==> config.mk <==
export PLATFORM = sky130hd
export DESIGN_NAME = gpio_irq_mux
export DESIGN_NICKNAME = d
export VERILOG_FILES = /design/src/rtl/gim_pkg.sv /design/src/rtl/gim_regs.sv /design/src/rtl/gim_chan.sv /design/src/rtl/gpio_irq_mux.sv
export SDC_FILE = /design/constraint.sdc
export NUM_CORES = 1
export LEC_CHECK = 0
export BUFFER_PORTS_ARGS = -buffer_cell sky130_fd_sc_hd__buf_4
export CORE_MARGIN = 2
export CORE_UTILIZATION = 30
export CTS_CLUSTER_SIZE = 30
export DETAILED_ROUTE_END_ITERATION = 10
export PLACE_DENSITY = 0.45
export SYNTH_ARGS = -nofsm -noshare
export SYNTH_HDL_FRONTEND = slang
export SYNTH_HIERARCHICAL = 1
export SYNTH_SLANG_ARGS = --single-unit
==> constraint.sdc <==
create_clock -name clk -period 3.3 [get_ports clk]
set_input_delay 0.33 -clock clk [delete_from_list [all_inputs] [get_ports clk]]
set_output_delay 0.33 -clock clk [all_outputs]
set_load 0.1 [all_outputs]
==> src/rtl/gim_pkg.sv <==
package gim_pkg;
   // Fixed by the register map: eight channels with byte-wide selectors
   localparam int unsigned NCH      = 8;
   localparam int unsigned DW       = 32;
   localparam int unsigned SEL_W    = 8;
   localparam int unsigned KLEN_W   = 3;
   localparam int unsigned POL_BASE = 16;

   // word index (byte address / 4) of each register
   typedef enum logic [1:0] {
      W_MODE  = 2'd0,
      W_SELLO = 2'd1,
      W_SELHI = 2'd2,
      W_FILT  = 2'd3
   } word_e;

   localparam logic [SEL_W-1:0] SEL_OFF = '1;
endpackage

==> src/rtl/gim_regs.sv <==
module gim_regs
   import gim_pkg::*;
#(
   parameter int unsigned ADDR_W = 5
) (
   input  logic              clk,
   input  logic              rst_n,
   input  logic [ADDR_W-1:0] bus_addr,
   input  logic              bus_wr,
   input  logic [DW-1:0]     bus_wdata,
   output logic [DW-1:0]     bus_rdata,
   output logic [DW-1:0]     mode_q,
   output logic [DW-1:0]     sel_lo_q,
   output logic [DW-1:0]     sel_hi_q,
   output logic [DW-1:0]     filt_q,
   output logic [NCH-1:0]    reconf
);
   localparam int unsigned WIDX_W = ADDR_W - 2;

   logic [WIDX_W-1:0] widx;
   logic              hit;
   word_e             wsel;

   assign widx = bus_addr[ADDR_W-1:2];
   assign hit  = (bus_addr[1:0] == 2'b00) && (widx < WIDX_W'(4));
   assign wsel = word_e'(widx[1:0]);

   always_ff @(posedge clk or negedge rst_n) begin
      if (!rst_n) begin
         mode_q   <= '0;
         sel_lo_q <= '1;
         sel_hi_q <= '1;
         filt_q   <= '0;
      end else if (bus_wr && hit) begin
         case (wsel)
            W_MODE:  mode_q   <= bus_wdata;
            W_SELLO: sel_lo_q <= bus_wdata;
            W_SELHI: sel_hi_q <= bus_wdata;
            default: filt_q   <= bus_wdata;
         endcase
      end
   end

   always_comb begin
      bus_rdata = '0;
      if (hit) begin
         case (wsel)
            W_MODE:  bus_rdata = mode_q;
            W_SELLO: bus_rdata = sel_lo_q;
            W_SELHI: bus_rdata = sel_hi_q;
            default: bus_rdata = filt_q;
         endcase
      end
   end

   // channels whose history must be flushed by this write
   always_comb begin
      reconf = '0;
      if (bus_wr && hit) begin
         case (wsel)
            W_MODE:  reconf = '1;
            W_SELLO: reconf = NCH'(8'h0F);
            W_SELHI: reconf = NCH'(8'hF0);
            default: reconf = '0;
         endcase
      end
   end
endmodule

==> src/rtl/gim_chan.sv <==
module gim_chan
   import gim_pkg::*;
#(
   parameter int unsigned GPIO_N    = 256,
   parameter bit          FILTER_EN = 1'b1,
   parameter int unsigned FLT_UNIT  = 4
) (
   input  logic              clk,
   input  logic              rst_n,
   input  logic [GPIO_N-1:0] gpio_in,
   input  logic [SEL_W-1:0]  sel,
   input  logic              edge_md,
   input  logic              pol_low,
   input  logic [KLEN_W-1:0] klen,
   input  logic              reconf,
   output logic              irq
);
   localparam int unsigned IDX_W  = (GPIO_N > 1) ? $clog2(GPIO_N) : 1;
   localparam bit          FULL   = (GPIO_N >= (1 << SEL_W));
   localparam int unsigned KMAX   = (1 << KLEN_W) - 1;
   localparam int unsigned CNT_W  = $clog2(KMAX * FLT_UNIT + 1);
   localparam logic [CNT_W-1:0] UNIT_C = CNT_W'(FLT_UNIT);

   logic             en, in_rng, raw;
   logic             s1_q, s2_q, flt_q, prev_q, flush_q;
   logic             flt_d;
   logic [CNT_W-1:0] cnt_q, cnt_d;

   assign en     = (sel != SEL_OFF);
   assign in_rng = FULL ? 1'b1 : (32'(sel) < GPIO_N);
   assign raw    = en && in_rng && gpio_in[sel[IDX_W-1:0]];

   generate
      if (FILTER_EN) begin : g_filt
         logic [CNT_W-1:0] lim;
         assign lim = CNT_W'(klen) * UNIT_C;
         always_comb begin
            flt_d = flt_q;
            cnt_d = '0;
            if (klen == '0) begin
               flt_d = s2_q;
            end else if (s2_q != flt_q) begin
               if (cnt_q >= lim - CNT_W'(1)) flt_d = s2_q;
               else                          cnt_d = cnt_q + CNT_W'(1);
            end
         end
      end else begin : g_nofilt
         assign flt_d = s2_q;
         assign cnt_d = '0;
      end
   endgenerate

   always_ff @(posedge clk or negedge rst_n) begin
      if (!rst_n) begin
         s1_q    <= 1'b0;
         s2_q    <= 1'b0;
         flt_q   <= 1'b0;
         prev_q  <= 1'b0;
         cnt_q   <= '0;
         flush_q <= 1'b0;
      end else begin
         flush_q <= reconf;
         if (flush_q) begin
            // restart every stage from the new source's present level
            s1_q   <= raw;
            s2_q   <= raw;
            flt_q  <= raw;
            prev_q <= raw;
            cnt_q  <= '0;
         end else begin
            s1_q   <= raw;
            s2_q   <= s1_q;
            flt_q  <= flt_d;
            prev_q <= flt_q;
            cnt_q  <= cnt_d;
         end
      end
   end

   always_comb begin
      if (!en || flush_q)  irq = 1'b0;
      else if (edge_md)    irq = pol_low ? (prev_q & ~flt_q) : (~prev_q & flt_q);
      else                 irq = flt_q ^ pol_low;
   end
endmodule

==> src/rtl/gpio_irq_mux.sv <==
module gpio_irq_mux
   import gim_pkg::*;
#(
   parameter int unsigned GPIO_N    = 256,
   parameter int unsigned ADDR_W    = 5,
   parameter bit          FILTER_EN = 1'b1,
   parameter int unsigned FLT_UNIT  = 4
) (
   input  logic              clk,
   input  logic              rst_n,
   input  logic [ADDR_W-1:0] bus_addr,
   input  logic              bus_wr,
   input  logic [31:0]       bus_wdata,
   output logic [31:0]       bus_rdata,
   input  logic [GPIO_N-1:0] gpio_in,
   output logic [7:0]        irq_out
);
   generate
      if (ADDR_W < 4)             $error("ADDR_W must cover offsets up to 0x0C");
      if (GPIO_N < 1)             $error("GPIO_N must be at least 1");
      if (GPIO_N > (1 << SEL_W))  $error("GPIO_N exceeds selector range");
      if (FLT_UNIT < 1)           $error("FLT_UNIT must be nonzero");
   endgenerate

   logic [DW-1:0]  mode_q, sel_lo_q, sel_hi_q, filt_q;
   logic [NCH-1:0] reconf;

   gim_regs #(.ADDR_W(ADDR_W)) u_regs (
      .clk       (clk),
      .rst_n     (rst_n),
      .bus_addr  (bus_addr),
      .bus_wr    (bus_wr),
      .bus_wdata (bus_wdata),
      .bus_rdata (bus_rdata),
      .mode_q    (mode_q),
      .sel_lo_q  (sel_lo_q),
      .sel_hi_q  (sel_hi_q),
      .filt_q    (filt_q),
      .reconf    (reconf)
   );

   for (genvar n = 0; n < NCH; n++) begin : g_ch
      localparam int unsigned BYTE_LO = SEL_W * (n % 4);
      logic [SEL_W-1:0] sel;
      if (n < 4) begin : g_lo
         assign sel = sel_lo_q[BYTE_LO +: SEL_W];
      end else begin : g_hi
         assign sel = sel_hi_q[BYTE_LO +: SEL_W];
      end

      gim_chan #(
         .GPIO_N    (GPIO_N),
         .FILTER_EN (FILTER_EN),
         .FLT_UNIT  (FLT_UNIT)
      ) u_chan (
         .clk     (clk),
         .rst_n   (rst_n),
         .gpio_in (gpio_in),
         .sel     (sel),
         .edge_md (mode_q[n]),
         .pol_low (mode_q[POL_BASE + n]),
         .klen    (filt_q[KLEN_W*n +: KLEN_W]),
         .reconf  (reconf[n]),
         .irq     (irq_out[n])
      );
   end
endmodule

# Yosys cells after proc, flatten, opt, wreduce, memory -nomap -nowiden
# Cells that the tools add are included.
# op_classes
add_sub_neg	16
order_cmp	17
eq_ne	18
mux	124
bitwise_logic	41
reduce_logical	65
# ops
operator	n
2-to-1 mux 5 bit	32
case mux 32 bit (3 select lines)	1
2-to-1 mux 1 bit	80
less-than comparator 8 x 9 -> 1 bit (second input constant)	8
binary-select mux 1 bit (select 8 bit)	8
inequality test 8 bit (second input constant)	8
nonzero test 3 bit	16
adder 5 x 1 -> 5 bit (second input constant)	8
greater-or-equal comparator 5 bit	8
subtractor 5 x 1 -> 5 bit (second input constant)	8
2-to-1 mux 32 bit	1
logical NOT 3 bit	8
case mux 8 bit (3 select lines)	1
AND reduction 2 bit	12
inverter 1 bit	17
AND 1 bit	16
logical AND 1 bit	10
logical NOT 1 bit	8
logical OR 1 bit	8
2-to-1 mux 8 bit	1
inequality test 1 bit	8
XOR 1 bit	8
logical NOT 2 bit	2
less-than comparator 3 bit (second input constant)	1
3 further kinds	3
# word_totals
reg_bits	208
inputBits	296
out_inout_bits	40
word_cells	333

# Depth between registers and ports, before layout
# depth
depth_word	6
ltp_mapped	11
mapped_depth_nobuf	8

# Cells and area by module
# The synthesis kept the hierarchy.
# modules_own_cells
mod	n_inst	cells_each	area_each_um2	seq_area_each_um2
gim_chan at g_ch[2].u_chan ...	6	229	2906.5	250.2
gim_regs	1	361	6184.7	3283.1
gim_chan at g_ch[0].u_chan ...	2	249	2768.9	250.2

# Worst setup path after synthesis
# OpenSTA, ideal clock, no wires.
# synth_timing
path_kind	register to output
from	register u_regs.sel_lo_q[1]
to	output port irq_out[0]
arrival_ns	3.307
required_time_ns	2.970
slack_ns	-0.337
stages_incl_launch_ff	9
path_buffers	4
path_cell_list	dfstp_2 -> buf_2 -> buf_4 -> buf_2 -> buf_2 -> nand3_1 -> or3_1 -> inv_1 -> nor3_1
# synth_between
elab_chain_len	4
# synth_rtl
element	line_no	text
from (decl)	gim_regs.sv:13	output logic [DW-1:0] sel_lo_q,
from (signal assigned)	gim_regs.sv:37	W_SELLO: sel_lo_q <= bus_wdata;
inequality test 8 bit	gim_chan.sv:29	assign en = (sel != SEL_OFF);
logical NOT 1 bit	gim_chan.sv:81	if (!en || flush_q) irq = 1'b0;
logical OR 1 bit	gim_chan.sv:81	
2-to-1 mux 1 bit	gim_chan.sv:81	
to (decl)	gpio_irq_mux.sv:16	output logic [7:0] irq_out
# No other way between the ends.

# Final worst setup path
# layout_timing
from	register u_regs.sel_hi_q[9]
to	register g_ch[5].u_chan.prev_q
# layout_between
elab_chain_len	4
elab_cells_between_ends	5
classes_between	eq/ne: 1; mux: 3; reduce/logical: 1
# layout_rtl
element	line_no	text
from (decl)	gim_regs.sv:14	output logic [DW-1:0] sel_hi_q,
from (signal assigned)	gim_regs.sv:38	W_SELHI: sel_hi_q <= bus_wdata;
binary-select mux 1 bit (select 8 bit)	gim_chan.sv:31	assign raw = en && in_rng && gpio_in[sel[IDX_W-1:0]];
2-to-1 mux 1 bit (implied by the code)	gim_chan.sv:31	
logical AND 1 bit (*)	gim_chan.sv:31	
2-to-1 mux 1 bit (*)	gim_chan.sv:63	if (flush_q) begin
to (signal assigned)	gim_chan.sv:68	prev_q <= raw;
to (signal assigned)	gim_chan.sv:74	prev_q <= flt_q;
to (decl)	gim_chan.sv:25	logic s1_q, s2_q, flt_q, prev_q, flush_q;
# Mark *: on every way between the ends. The rest lies on a longest branch, timed or not. The select of a mux whose other input is x is not followed.
# A chain may end at the register's enable or synchronous reset.

==> metrics.md <==
| Metric | Value |
|---|---|
| Share of cells above drive strength 1 | between 50% and 60% |
| YS warnings | 6 |
| Skew-Pair Late Insertion Delay | roughly 0.54 ns |
| RSZ-0062 raised after global routing | no |
| GRT Resource Usage Total | 29.6% |
| Placed insts | 3899 |
| Gr ovfl total | 0 |
| Final WL | 151000 um |
| Setup WS pre-CTS | -0.158 ns |
| VDD IR max | roughly 340 uV |
| Largest net degree at the start of global routing | 84 |
| Via-to-Cell Ratio | between 6 and 7 |
| Min-delay src | bus_wdata[14] |
| CP dominant cell by count | buf_4 |
| Combinational Power Share | between 60% and 70% |
| Final Slew Violations | 0 |
| Rows | roughly 110 |
| Status | finished with violations |
| Pwr dens | between 500 and 600 nW/um2 |
| Lkg Pwr | between 10 and 15 nW |
| CP max stage delay | roughly 0.76 ns |
| Sw Ratio | a little under half |
| R2R cell count | 10 |
| Crit path arrival time | between 3 and 4 ns |
| Placed inst area | 33800 um2 |
| Die ar. | 99700 um2 |
| Final cell count without fillers | a little under 4000 |
| Cell family with most CP delay | compound AO/OA/AOI/OAI gates |
| Hold Path Class | in -> reg |
| Worst-path maximum fanout | 27 |
| Core area | 96600 um2 |
| IO Port Bufs | between 300 and 400 |
| Mapped Avg Cell Area | roughly 13 um2 |
| Worst R2R End | g_ch[5].u_chan/prev_q |
| Antenna violations before repair | 20 |
| Worst Setup Start Kind | flop |
| FF+latch count, synth | 208 |
| Sink Count | approximately 210 |
| Final Util | 36.2% |
| Initial Util | between 30% and 40% |
| Nets | 3000 |
| Register area | between 5000 and 6000 um2 |
| Internal | about 0.011 W |
| Post-synth EDFFs | 0 |
| Max Cap Viol | 0 |
| Dpl hpwl | between 100000 and 150000 um |
| Clock skew | around 0.045 ns |
| CP Capture Type | flop |
| Die Ht | roughly 320 um |
| Clock-pin slew on the worst setup and hold paths | 0.07 ns |
| First-pass detailed-route iteration total | 5 |
| Clk buf depth | 3 |
| FMAX | 301 MHz |
| TritonCTS clock tree | done |
| Syn_nets | 2577 |
| CP Data Required Time | 3.78 ns |
| Chip width | 316 um |
| Vias post-DR | approximately 26000 |
| Cell Area, Synth | roughly 30000 um2 |
| Max-slew headroom | 46.2% |
| Top cell type by total area after synthesis | mux4_2 |
| Ports | ~340 |
| Tot Pwr | between 0.015 and 0.02 W |
| P&R area growth vs syn | 19.7% |
| Final min period | between 3 and 4 ns |
| Final period util | 101% |
| Filler cells | approximately 9500 |
| H-tree depth | 1 |
| Final setup vio count | 4 |
| P_sw | 0.00921 W |
| Crit-path cells | buf_12, nor2b_1, buf_4, a221oi_2, o21ai_1, a311oi_1, o221ai_2, a211oi_4, buf_4, a21o_1 |
| FF-to-FF Start | u_regs/sel_hi_q[9] |
| Average wire per standard cell | 38.1 um |
| CP bufs+invs | 3 |
| Sequential share of power | between 20% and 30% |
| Number of global-route vias before repair | ~26000 |
| Area share of the largest cell type after synthesis | about 36% |
| Setup WS post-layout | -0.0247 ns |
| Worst-Margin Slew | between 0.8 and 0.9 ns |
| Finished layout cell area | 34900 um2 |
| Root Buffer | clkbuf_16 |
| Routability cong. | between 1 and 1.5 |
| Final Hold Fails | 0 |
| Max stage delay cell, worst path | dfstp_4 |
| Violations in the final reports | setup timing |
| Multi-input gate area in the final layout | approximately 22000 um2 |
| First-pass GRT wire length | approximately 210000 um |
| Share of power burned in the clock network | 12.7% |
| Kind of critical path | reg -> reg |
| ANT nets after route | 0 |
| Hold path depth | 2 |
| Main flop type after synthesis | dfrtp_1 |
| R2R Setup Slk | -0.02 ns |
| DRC Markers | 0 |
| FFs w/ async S/R, synth | 100% |
| Cells after Synth | 2233 |
| CTS buffer count | 22 |
| Area contributors post-synth | mux4_2 36%, dfrtp_1 12%, mux2i_1 7.0% |
| Sequential share of the synthesized area | between 10% and 20% |
| Worst hold endpoint | u_regs/mode_q[14] |
| Library cells used by synthesis | 65 |
| Initial DRC count | about 3200 |
[worst register-to-register path, stage by stage, from the launching register on]
cell	delay [ns]
dfstp_4	0.76
buf_12	0.26
nor2b_1	0.10
buf_4	0.14
a221oi_2	0.26
o21ai_1	0.20
a311oi_1	0.69
o221ai_2	0.23
a211oi_4	0.36
buf_4	0.18
a21o_1	0.08
[sequential cells by signal (all words and copies together), names as in the netlist]
| register | cells |
|---|---|
| g_ch.u_chan/cnt_q | 40 |
| u_regs/filt_q | 32 |
| u_regs/mode_q | 32 |
| g_ch.u_chan/flush_q | 8 |
| u_regs/sel_hi_q | 32 |
| u_regs/sel_lo_q | 32 |
| g_ch.u_chan/flt_q | 8 |
| g_ch.u_chan/s1_q | 8 |
| g_ch.u_chan/s2_q | 8 |
| g_ch.u_chan/prev_q | 8 |
[layout make-up]
| type | count | share of cell area [%] |
|---|---|---|
| multi-input cells | 1727 | 62.0 |
| flip-flops and latches | 208 | 15.4 |
| repair buffers | 613 | 15.1 |
| well taps | 1276 | 4.57 |
| clock buffers | 30 | 1.72 |
| inverters | 84 | 0.903 |
| clock inverters | 10 | 0.351 |
| diodes | 7 | 0.0502 |
[metal layers]
layer  share of wire, %  track usage, %  vias up
met4                5.1            12.4       26
met1                 39            38.8    13600
li1                   -               -    10200
met3                 11            7.68      325
met5               0.11               0        -
met2                 45            46.4     1839
[power by group through the flow]
stage	clock (W)	combinational (W)	sequential, W
after floorplan	0	0.00823	0.00369
after global placement	0	0.0123	0.00447
after detailed placement	0	0.0124	0.00449
after CTS	0.00262	0.0125	0.00443
after global routing	0.00270	0.0133	0.00452
final	0.00252	0.0129	0.00448
[worst max-delay path by stage]
stage                       endpoint                start  cells past startpoint  slack [ns]
6_report       g_ch[5].u_chan/prev_q   u_regs/sel_hi_q[9]                     10       -0.02
5_1_grt         g_ch[7].u_chan/flt_q  u_regs/sel_hi_q[24]                      9       0.003
4_1_cts        g_ch[5].u_chan/prev_q   u_regs/sel_hi_q[8]                     10      0.0006
3_5_place_dp    g_ch[2].u_chan/flt_q  u_regs/sel_lo_q[17]                      9       -0.16
3_3_place_gp     g_ch[5].u_chan/s2_q   u_regs/sel_hi_q[9]                      9       -0.22
2_1_floorplan          bus_rdata[10]          bus_addr[2]                      4        0.37
[cells in the final DEF, fill, tap and decap left out, types with 36 or more instances in the layout]
master / n
nand2_1: 79
buf_4: 557
inv_1: 78
mux2_4: 60
a21oi_1: 54
buf_12: 49
nor2_1: 104
mux4_2: 468
nor2b_1: 80
ha_1: 48
dfrtp_1: 144
mux2_2: 100
mux2i_1: 196
mux4_1: 36
nand3_1: 62
dfstp_2: 44
o21ai_0: 40
[what timing repair did]
item	CTS	global route
hold buffers	1	0
gates resized for setup	21	34
pin swaps	0	3
buffers inserted	4	4
gates cloned	0	0
endpoints found under the setup margin	19	21
endpoints found under the hold margin	52	0
[Yosys cell counts (all sizes together) (48+ instances only)]
| cell type | instances |
|---|---|
| mux2 | 162 |
| o21ai | 48 |
| inv | 84 |
| a21oi | 54 |
| nor2b | 80 |
| nand3 | 62 |
| dfrtp | 144 |
| mux4 | 504 |
| mux2i | 204 |
| buf | 174 |
| nand2 | 79 |
| dfstp | 64 |
| nor2 | 105 |
| ha | 48 |
[stage by stage]
| step | hold WS [ns] | TNS, ns |
|---|---|---|
| 3_3_place_gp | 0.382 | -1.10 |
| 5_1_grt | 0.0377 | 0 |
| 2_1_floorplan | 0.0344 | 0 |
| 4_1_cts | 0.0246 | 0 |
| 3_5_place_dp | 0.378 | -1.20 |
| 6_report | 0.0469 | -0.0814 |
[logic make-up (layout without fill, tap and decap cells)]
logic type                 after synthesis  after routing  share of synthesized area (%)
and+or+nand+nor                        449            449                           8.01
other                                    0              7                              0
muxes                                  870            870                           53.4
xor gates and xnor gates                32             32                          0.961
adders and majority gates               48             48                           2.06
DFF                                    208            208                           18.1
buffers and inverters                  298            737                           8.71
AOI/OAI and AO/OA                      328            328                           8.73
Power figures use the tool's default switching activity.
